==> src/rtl/octd_pkg.sv <==
package octd_pkg;

    localparam logic [7:0] CMD_WR = 8'h01;
    localparam logic [7:0] CMD_RD = 8'h02;
    localparam int unsigned ADDR_BYTES = 4;

    typedef enum logic [2:0] {
        S_IDLE,
        S_CMD,
        S_ADDR,
        S_LAT,
        S_RDATA,
        S_WDATA,
        S_SKIP
    } tgt_state_e;

endpackage

==> src/rtl/octd_sync.sv <==
module octd_sync #(
    parameter int unsigned W = 1,
    parameter int unsigned STAGES = 2,
    parameter logic [W-1:0] RST_VAL = '0
) (
    input  logic         clk,
    input  logic         rst_n,
    input  logic [W-1:0] d,
    output logic [W-1:0] q
);
    logic [W-1:0] stg_q [STAGES];

    generate
        for (genvar i = 0; i < STAGES; i++) begin : g_stage
            if (i == 0) begin : g_first
                always_ff @(posedge clk or negedge rst_n) begin
                    if (!rst_n) stg_q[0] <= RST_VAL;
                    else        stg_q[0] <= d;
                end
            end else begin : g_rest
                always_ff @(posedge clk or negedge rst_n) begin
                    if (!rst_n) stg_q[i] <= RST_VAL;
                    else        stg_q[i] <= stg_q[i-1];
                end
            end
        end
    endgenerate

    assign q = stg_q[STAGES-1];
endmodule

==> src/rtl/octd_lat_calc.sv <==
module octd_lat_calc #(
    parameter int unsigned OPW = 8,
    localparam int unsigned CW = OPW + 2
) (
    input  logic [OPW-1:0] op,
    input  logic           dbl,
    output logic [CW-1:0]  wait_edges
);
    always_comb begin
        if (op == '0)      wait_edges = '0;
        else if (dbl)      wait_edges = {op, 2'b00} - CW'(1);
        else               wait_edges = {1'b0, op, 1'b0} - CW'(1);
    end
endmodule

==> src/rtl/octd_mem.sv <==
module octd_mem #(
    parameter int unsigned AW = 8,
    localparam int unsigned DEPTH = 1 << AW
) (
    input  logic          clk,
    input  logic          rst_n,
    input  logic          we,
    input  logic [AW-1:0] waddr,
    input  logic [7:0]    wdata,
    input  logic [AW-1:0] raddr,
    output logic [7:0]    rdata
);
    logic [7:0] mem_q [DEPTH];

    always_ff @(posedge clk or negedge rst_n) begin
        if (!rst_n) begin
            for (int i = 0; i < DEPTH; i++) mem_q[i] <= '0;
        end else if (we) begin
            mem_q[waddr] <= wdata;
        end
    end

    assign rdata = mem_q[raddr];
endmodule

==> src/rtl/octd_target.sv <==
module octd_target
    import octd_pkg::*;
#(
    parameter int unsigned AW = 8,
    parameter int unsigned OPW = 8,
    parameter int unsigned SYNC = 2,
    localparam int unsigned CW = OPW + 2,
    localparam int unsigned LW = 10
) (
    input  logic           clk,
    input  logic           rst_n,
    input  logic           cs_n,
    input  logic           sclk,
    input  logic [7:0]     dq_in,
    input  logic [OPW-1:0] lat_op,
    input  logic           lat_dbl,
    output logic [7:0]     dq_out,
    output logic           dq_oe,
    output logic           ds_out,
    output logic           ds_oe
);
    typedef struct packed {
        tgt_state_e     st;
        logic           sck;
        logic [CW-1:0]  cnt;
        logic [7:0]     cmd0;
        logic           rd;
        logic [31:0]    addr;
        logic [AW-1:0]  idx;
        logic [OPW-1:0] op;
        logic           dbl;
        logic           dq_oe;
        logic           ds_o;
        logic           ds_oe;
    } regs_t;

    regs_t q, n;

    logic [LW-1:0] link_s;
    logic          cs_s, sck_s, edge_s, enter;
    logic [7:0]    din_s, mem_rd;
    logic [31:0]   a_nx;
    logic [CW-1:0] wait_e;
    logic          mem_we;

    octd_sync #(.W(LW), .STAGES(SYNC), .RST_VAL({1'b1, 1'b0, 8'h00})) u_sync (
        .clk(clk), .rst_n(rst_n), .d({cs_n, sclk, dq_in}), .q(link_s)
    );
    assign cs_s   = link_s[9];
    assign sck_s  = link_s[8];
    assign din_s  = link_s[7:0];
    assign edge_s = sck_s ^ q.sck;

    octd_lat_calc #(.OPW(OPW)) u_lat (.op(q.op), .dbl(q.dbl), .wait_edges(wait_e));

    octd_mem #(.AW(AW)) u_mem (
        .clk(clk), .rst_n(rst_n), .we(mem_we), .waddr(q.idx), .wdata(din_s),
        .raddr(q.idx), .rdata(mem_rd)
    );

    always_comb begin
        n      = q;
        n.sck  = sck_s;
        mem_we = 1'b0;
        enter  = 1'b0;
        a_nx   = {q.addr[23:0], din_s};
        if (cs_s) begin
            n.st    = S_IDLE;
            n.dq_oe = 1'b0;
            n.ds_oe = 1'b0;
            n.ds_o  = 1'b0;
        end else begin
            case (q.st)
                S_IDLE: begin
                    n.st    = S_CMD;
                    n.cnt   = '0;
                    n.op    = lat_op;
                    n.dbl   = lat_dbl;
                    n.ds_oe = 1'b1;
                    n.ds_o  = lat_dbl;
                end
                S_CMD: if (edge_s) begin
                    if (q.cnt == '0) begin
                        n.cmd0 = din_s;
                        n.cnt  = CW'(1);
                    end else if (din_s == q.cmd0 && (din_s == CMD_WR || din_s == CMD_RD)) begin
                        n.st  = S_ADDR;
                        n.rd  = (din_s == CMD_RD);
                        n.cnt = '0;
                    end else begin
                        n.st    = S_SKIP;
                        n.ds_oe = 1'b0;
                        n.ds_o  = 1'b0;
                    end
                end
                S_ADDR: if (edge_s) begin
                    n.addr = a_nx;
                    n.cnt  = q.cnt + CW'(1);
                    if (q.cnt == CW'(ADDR_BYTES - 1)) begin
                        n.cnt  = '0;
                        n.idx  = a_nx[AW-1:0];
                        n.ds_o = 1'b0;
                        if (wait_e == '0) enter = 1'b1;
                        else              n.st  = S_LAT;
                    end
                end
                S_LAT: if (edge_s) begin
                    if (q.cnt + CW'(1) == wait_e) enter = 1'b1;
                    else                          n.cnt = q.cnt + CW'(1);
                end
                S_RDATA: if (edge_s) begin
                    n.idx  = q.idx + AW'(1);
                    n.ds_o = ~q.ds_o;
                end
                S_WDATA: if (edge_s) begin
                    mem_we = 1'b1;
                    n.idx  = q.idx + AW'(1);
                end
                default: ;
            endcase
            if (enter) begin
                if (q.rd) begin
                    n.st    = S_RDATA;
                    n.dq_oe = 1'b1;
                    n.ds_oe = 1'b1;
                    n.ds_o  = 1'b1;
                end else begin
                    n.st    = S_WDATA;
                    n.ds_oe = 1'b0;
                    n.ds_o  = 1'b0;
                end
            end
        end
    end

    always_ff @(posedge clk or negedge rst_n) begin
        if (!rst_n) begin
            q       <= '0;
            q.st    <= S_IDLE;
        end else begin
            q <= n;
        end
    end

    assign dq_out = q.dq_oe ? mem_rd : 8'h00;
    assign dq_oe  = q.dq_oe;
    assign ds_out = q.ds_o;
    assign ds_oe  = q.ds_oe;

    // latency request shown on the strobe through command and address
    a_r2_request_level: assert property (@(posedge clk) disable iff (!rst_n)
        (q.st == S_CMD || q.st == S_ADDR) |-> (ds_oe && ds_out == q.dbl));

    // a rejected command never reaches the array
    a_r3_skip_no_write: assert property (@(posedge clk) disable iff (!rst_n)
        (q.st == S_SKIP) |-> !mem_we);

    // every read edge toggles the strobe
    a_r6_strobe_step: assert property (@(posedge clk) disable iff (!rst_n)
        (q.st == S_RDATA && edge_s && !cs_s) |=> (ds_out != $past(ds_out)));

    // every write edge advances the index by one, wrapping
    a_r8_index_step: assert property (@(posedge clk) disable iff (!rst_n)
        (q.st == S_WDATA && edge_s && !cs_s) |=> (q.idx == AW'($past(q.idx) + AW'(1))));

    // data bus driven only in the read data phase
    a_r9_bus_read_only: assert property (@(posedge clk) disable iff (!rst_n)
        dq_oe |-> (q.st == S_RDATA));

    // deselection releases both pins
    a_r10_release: assert property (@(posedge clk) disable iff (!rst_n)
        cs_s |=> (!dq_oe && !ds_oe));
endmodule

==> config.mk <==
export PLATFORM = sky130hd
export DESIGN_NAME = octd_target
export DESIGN_NICKNAME = d
export VERILOG_FILES = /design/src/rtl/octd_pkg.sv /design/src/rtl/octd_sync.sv /design/src/rtl/octd_lat_calc.sv /design/src/rtl/octd_mem.sv /design/src/rtl/octd_target.sv
export SDC_FILE = /design/constraint.sdc
export NUM_CORES = 2
export LEC_CHECK = 0
export ABC_AREA = 0
export BUFFER_PORTS_ARGS = -buffer_cell sky130_fd_sc_hd__buf_4
export CAP_MARGIN = 20
export CORE_UTILIZATION = 30
export CTS_CLUSTER_DIAMETER = 100
export CTS_CLUSTER_SIZE = 30
export DETAILED_ROUTE_END_ITERATION = 6
export PLACE_DENSITY = 0.43
export SLEW_MARGIN = 20
export SYNTH_ARGS = -nofsm -noshare
export SYNTH_HDL_FRONTEND = slang
export SYNTH_SLANG_ARGS = --single-unit
==> constraint.sdc <==
create_clock -name clk -period 4.4 [get_ports clk]
set_clock_uncertainty 0.1 [all_clocks]
set_input_delay 0 -clock clk [delete_from_list [all_inputs] [get_ports clk]]
set_output_delay 0 -clock clk [all_outputs]
set_load 0.05 [all_outputs]
-- Word level (Yosys, flattened, before mapping)
Cells that the tools add are included.
- add/subtract/negate cells: 4
- order comparisons: 2
- equal/unequal tests: 24
- mux-type cells: 56
- bitwise logic cells: 5
- reduce and logical (&&, ||, !) cells: 24
- operators by type and width (kind ; number):
    $bwmux W2048 ; 1
    $mux W10 ; 8
    $bmux W8 S8 ; 1
    $demux W8 S8 ; 1
    $mux W8 ; 8
    $pmux W10 S4 ; 1
    $mux W3 ; 10
    $ne A4 B3 Y1 const B ; 7
    $logic_not A10 Y1 ; 2
    $mux W19 ; 1
    $mux W1 ; 16
    $pmux W8 S2 ; 1
    $reduce_and A7 Y1 ; 2
    $add A10 B1 Y10 const B ; 1
    $eq A10 B10 Y1 ; 1
    $eq A10 B2 Y1 const B ; 1
    $ne A2 B2 Y1 const B ; 5
    $reduce_and A5 Y1 ; 2
    $sub A10 B1 Y10 const B ; 1
    $sub A9 B1 Y10 const B ; 1
    $ge A9 B9 Y1 const B ; 1
    $lt A9 B1 Y1 const B ; 1
    $not A8 Y9 ; 1
    $pmux W3 S3 ; 1
    26 further kinds ; 40
- flip-flop bits (word level): 2111
- bits of input ports: 21
- output and inout port bits: 11
- logic and storage cells: 384

-- Depth between registers and ports, before layout
- depth after elaboration: 11
- depth in mapped cells: 12
- depth with buffers taken out: 10

-- Modules after synthesis
From an unflattened synthesis, not the netlist that was laid out.
- cell total of the unflattened synthesis: 6465
- area total of the unflattened synthesis: 97215.7 um^2
- by module, submodules not included (module ; times used ; cells an instance ; area an instance (um^2) ; seq. area each (um^2)):
    octd_mem ; 1 ; 6068 ; 93414.6 ; 51249.2
    octd_target ; 1 ; 305 ; 2856.5 ; 1076.0
    octd_sync ; 1 ; 30 ; 578.1 ; 503.0
    octd_lat_calc ; 1 ; 62 ; 366.6 ; 0.0

-- Worst setup path before layout
OpenSTA, ideal clock, no wires.
- path type: register to register
- start point: reg q[13] (netlist name)
- end point: reg u_mem.mem_q[1048] (netlist name)
- setup time: 0.125 ns
- arrival time: 3.006 ns
- data required time: 4.175 ns
- setup slack: 1.169 ns
- stages on the path, launching flop included: 13
- path buffers: 7
- period minus slack after synthesis: 3.231 ns
- path through: dfrtp_1 buf_2 buf_2 buf_1 buf_2 buf_1 inv_1 ha_1 and4_1 clkbuf_1 buf_2 nand2_1 mux2_2
- word-level cells in the longest chain between the ends: 6
- elaborated cells between the ends (all ways): 7
- classes of those cells: order compare: 2; mux: 3; bitwise: 1; reduce/logical: 1
- ends and longest elaborated chain (what ; RTL line ; text):
    from (decl) ; octd_target.sv:37 ; regs_t q, n;
    from (signal assigned) ; octd_target.sv:141 ; q <= n;
    $not A8 Y9 (implied by the code) * ; octd_mem.sv:19 ; mem_q[waddr] <= wdata;
    $ge A9 B9 Y1 (implied by the code) / $lt A9 B1 Y1 (equally long branches) ; octd_mem.sv:19 ;
    $logic_and A1 B1 Y1 (implied by the code) ; octd_mem.sv:19 ;
    $mux W8 (implied by the code) ; octd_mem.sv:19 ;
    $demux W8 S8 * ; octd_mem.sv:19 ;
    $bwmux W2048 * ; octd_mem.sv:19 ;
    to (signal, indexed assignment) ; octd_mem.sv:19 ;
    to (decl) ; octd_mem.sv:13 ; logic [7:0] mem_q [DEPTH];
Every way passes the cells marked *; elsewhere a longest branch is shown, timed or not.
A chain may end at the register's enable or synchronous reset.

-- Worst setup path in the final report
- start point: reg q[12] (netlist name)
- end point: out dq_out[6]
- word-level cells in the longest chain between the ends: 5
- ends and longest elaborated chain (what ; RTL line ; text):
    $not A8 Y9 (implied by the code) ; octd_mem.sv:23 ; assign rdata = mem_q[raddr];
    $bmux W8 S8 ; octd_mem.sv:23 ;
    $mux W8 (implied by the code) (2 in a row) ; octd_mem.sv:23 ;
    $mux W8 ; octd_target.sv:145 ; assign dq_out = q.dq_oe ? mem_rd : 8'h00;
    to (decl) ; octd_target.sv:17 ; output logic [7:0] dq_out,
No other way between the ends. The select of a mux whose other input is x is not followed.

==> out/metrics.csv <==
metric,value,unit
result of the run,"complete, but fails checks",
violated checks,setup timing,
mean instance size in the synthesized netlist,16.1,um^2
Post-Route Utilization,34.2,%
Clock Latency Late Sink,0.91,ns
Worst-Margin Slew,1.22,ns
maximum number of pins on one net before global-route repair,187,
die width,569,um
Nets,6075,
growth of design area from synthesis to finish,13.2,%
combined area of all synthesized cells,96400,um^2
finished layout cell area,109000,um^2
launch instance of the worst min-delay path,dq_in[3],
switching power share of the total,33.6,%
global route overflow,0,
mux share of post-synthesis cell area,39.3,%
Critical Path Start Type,register,
Std-Cell Core Area,319000,um^2
CTS Buf Count,112,
"share of synthesized cell area in full adder, half adder and majority cells",0.0909,%
Comb power frac,26.4,%
detailed router's first-iteration violation count,3276,
internal power contribution,30.2,mW
share of synthesized area occupied by flip-flops and latches,54.8,%
GPL Wtd Cong,0.779,
Clock Path Buffers,4,
Fmax,218,MHz
minimum setup slack among reg-to-reg paths,0.39,ns
die height,569,um
total detailed-routing wirelength,298000,um
final period utilization,104,%
WP data required,4.30,ns
Clock power frac,29.0,%
largest area contributor in the netlist,sky130_fd_sc_hd__dfrtp_1,
highest net fanout along the worst path,6,
Worst path max stage delay,0.57,ns
average wire per cell in the routed design,28.6,um
kind of capture point of the worst setup path,primary output,
count of synthesis-stage warnings from yosys,0,
largest cells by area after synthesis,"sky130_fd_sc_hd__dfrtp_1, sky130_fd_sc_hd__mux2_2, sky130_fd_sc_hd__mux4_2, sky130_fd_sc_hd__clkbuf_1, sky130_fd_sc_hd__nand2_1",
initial core utilization,30.2,%
die outline area,324000,um^2
setup repair after global routing missed its margin,yes,
PD cells,417,nW/um^2
dpl cell area,103000,um^2
net load switching power,15.3,mW
top cell type's share of synthesized area,54.8,%
dominant register cell in the synthesized netlist,sky130_fd_sc_hd__dfrtp_1,
Sequential Power Share,44.6,%
synthesized-area fraction occupied by and/or/nand/nor cells,2.30,%
total global routing track utilization,18.4,%
Core Rows,207,
worst min-delay path endpoint,u_sync.stg_q[13],
router iterations before antenna repair,5,
count of unresolved DRC violations after routing,0,
clock transition time at the flip-flop clock pins of the worst setup and hold paths,0.11,ns
number of ports placed on the die boundary,32,
worst slew slack as a fraction of its limit,18.7,%
startpoint of the lowest-slack register-to-register path,q[12],
worst hold margin,0.201,ns
share of the synthesized netlist area taken by xor and xnor gates,0.191,%
number of register bits inferred by synthesis,2111,
maximum ir drop on the vdd rail,0.418,mV
Detailed Place HPWL,188000,um
clock tree from TritonCTS,done,
Max Transition Viols Final,0,
fin crit period,4.58,ns
via count of the first global-routing pass,56800,
vias after detailed routing,53700,
Compound-Gate Fraction of Synth Area,1.22,%
hold path depth,3,
initial antenna violation count,10,
final setup slack of the worst path,-0.179,ns
FF-to-FF End,u_mem.mem_q[1164],
Post-synth ARST share,100,%
CTS Root Cell,sky130_fd_sc_hd__clkbuf_16,
proportion of layout cells with a drive suffix above 1,55.2,%
cells on worst reg2reg path,10,
synthesized net count,6020,
number of enable flip-flop cells after synthesis,0,
Vias/cell,5.16,
overall power consumption,45.5,mW
data arrival time of the worst path,4.48,ns
final-report hold violation count,0,
TritonCTS Sinks,2111,
cell with the largest stage delay on the worst path,sky130_fd_sc_hd__mux4_2,
Detail Route Antenna Nets,0,
chain of cells forming the critical path,buf_12 -> buf_12 -> buf_16 -> buf_12 -> buf_12 -> mux4_2 -> mux4_2 -> a22oi_1 -> a21oi_2 -> nor3_4 -> buf_6 -> a31oi_4 -> buf_6,
count of endpoints failing setup in the final report,8,
H-tree levels,3,
largest family of logic cells by synthesized area,multiplexers,
leakage component of the power,51.6,nW
count of mapped cells out of synthesis,5992,
max-cap check violation count,0,
critical path class,register to primary output,
crit-path most repeated cell,sky130_fd_sc_hd__buf_12,
wire length of the first global-routing pass,438000,um
type of the tightest min-delay check,primary input to register,
I/O Buffers,31,
Yosys cell types,70,
[worst max-delay path, delay by kind of cell, from the launching register on]
kind / cells / cell delay [ns]
AOI/OAI and AO/OA: 3 / 0.49
buffers and inverters: 7 / 1.11
DFF: 1 / 0.53
muxes: 2 / 1.05
and+or+nand+nor: 1 / 0.37
[synth_stat cells, types with 4 or more instances]
library cell	number
sky130_fd_sc_hd__mux2i_1	11
sky130_fd_sc_hd__mux2_2	2067
sky130_fd_sc_hd__o211ai_1	4
sky130_fd_sc_hd__inv_1	14
sky130_fd_sc_hd__xor2_1	12
sky130_fd_sc_hd__or4_1	5
sky130_fd_sc_hd__and2_1	13
sky130_fd_sc_hd__dfrtp_1	2109
sky130_fd_sc_hd__buf_6	12
sky130_fd_sc_hd__o21ai_0	30
sky130_fd_sc_hd__nor2b_1	8
sky130_fd_sc_hd__nor2_1	46
sky130_fd_sc_hd__o31ai_1	11
sky130_fd_sc_hd__o22ai_1	4
sky130_fd_sc_hd__nand2b_1	10
sky130_fd_sc_hd__nand4_1	9
sky130_fd_sc_hd__xnor2_1	9
sky130_fd_sc_hd__mux4_2	644
sky130_fd_sc_hd__a22oi_1	44
sky130_fd_sc_hd__a21oi_1	23
sky130_fd_sc_hd__nor2_2	8
sky130_fd_sc_hd__ha_1	7
sky130_fd_sc_hd__clkbuf_1	344
sky130_fd_sc_hd__nor4_1	4
sky130_fd_sc_hd__o31a_1	6
sky130_fd_sc_hd__nor3_1	26
sky130_fd_sc_hd__or3_1	5
sky130_fd_sc_hd__nand2_1	299
sky130_fd_sc_hd__a31oi_1	12
sky130_fd_sc_hd__buf_4	11
sky130_fd_sc_hd__nand3_1	24
sky130_fd_sc_hd__buf_2	64
sky130_fd_sc_hd__buf_1	29
sky130_fd_sc_hd__and3_1	10
[routing by layer]
metal  wire length, um  global-route usage, %
met1            141000                   26.7
met2            141000                   29.7
met3              8770                   1.90
met4              6950                   4.33
met5                13                      0
[power by group through the flow]
stage	combinational [mW]	clock [mW]	sequential, mW
after detailed placement	10.5	0	20.7
after floorplan	6.37	0	20.3
after CTS	12.2	13.7	20.3
after global placement	10.5	0	20.7
after global routing	12.7	14.3	20.3
final	12.0	13.2	20.3
[repair_timing]
| action | in CTS | in global routing |
|---|---|---|
| gates resized for setup | 146 | 27 |
| buffers inserted | 46 | 14 |
| hold endpoints to repair | 2071 | 0 |
| hold buffers | 41 | 0 |
| pin swaps | 25 | 17 |
| endpoints found under the setup margin | 8 | 8 |
| gates cloned | 17 | 0 |
[registers in the layout, indices dropped and copies added (netlist names)]
signal,cells
ds_out,1
u_sync.stg_q,10
ds_oe,1
u_sync.q,10
dq_oe,1
u_mem.mem_q,2048
q,40
[final cells by class]
cell class                      count  area, um^2
Multi-Input combinational cell   3405       42000
Inverter                           15        68.8
Timing Repair Buffer              402        4780
Fill cell                       30600      210000
Clock buffer                      117        2840
Sequential cell                  2111       52900
Antenna cell                        5        12.5
Tap cell                         4284        5360
Clock inverter                     84        1170
[cell usage in the layout, fill, tap and decap left out, types with 11 or more instances in the layout]
cell,count
sky130_fd_sc_hd__nor2_1,43
sky130_fd_sc_hd__a22oi_2,22
sky130_fd_sc_hd__xor2_1,12
sky130_fd_sc_hd__buf_6,25
sky130_fd_sc_hd__inv_1,14
sky130_fd_sc_hd__clkinv_8,18
sky130_fd_sc_hd__inv_8,13
sky130_fd_sc_hd__dfrtp_4,11
sky130_fd_sc_hd__inv_6,18
sky130_fd_sc_hd__a21oi_1,17
sky130_fd_sc_hd__dfrtp_1,2096
sky130_fd_sc_hd__clkbuf_16,113
sky130_fd_sc_hd__buf_4,234
sky130_fd_sc_hd__o21ai_0,27
sky130_fd_sc_hd__buf_16,30
sky130_fd_sc_hd__nand3_1,22
sky130_fd_sc_hd__a22oi_1,22
sky130_fd_sc_hd__nand2_1,295
sky130_fd_sc_hd__mux2_2,2065
sky130_fd_sc_hd__mux4_2,644
sky130_fd_sc_hd__buf_12,60
sky130_fd_sc_hd__o31ai_1,11
sky130_fd_sc_hd__dlygate4sd3_1,40
sky130_fd_sc_hd__nor3_1,18
sky130_fd_sc_hd__inv_12,13
[worst max-delay path by stage]
stage          start                end  slack, ns  cells after the start
2_1_floorplan  q[13]  u_mem.mem_q[1048]       1.17                     12
3_3_place_gp   q[12]          dq_out[6]      -0.39                     11
3_5_place_dp   q[12]          dq_out[6]      -0.31                     11
4_1_cts        q[12]          dq_out[6]      -0.28                     11
5_1_grt        q[12]          dq_out[2]      -0.24                     11
6_report       q[12]          dq_out[6]      -0.18                     13
[through the flow]
| step | setup slack [ns] | std cells | TNS [ns] |
|---|---|---|---|
| global placement | -0.385 | 10100 | -0.393 |
| CTS | -0.276 | 10400 | -1.61 |
| detailed placement | -0.306 | 10100 | -0.306 |
| floorplan | 1.17 | 5992 | 0 |
| global route | -0.242 | 10400 | -1.28 |
| finish | -0.179 | 10400 | -0.742 |
[cell families after synthesis]
family / count (synthesis)
muxes: 2722
DFF: 2111
and+or+nand+nor: 488
buffers and inverters: 476
AOI/OAI and AO/OA: 167
xor gates and xnor gates: 21
adders and majority gates: 7
No activity file was read; power rests on OpenSTA's default activity.
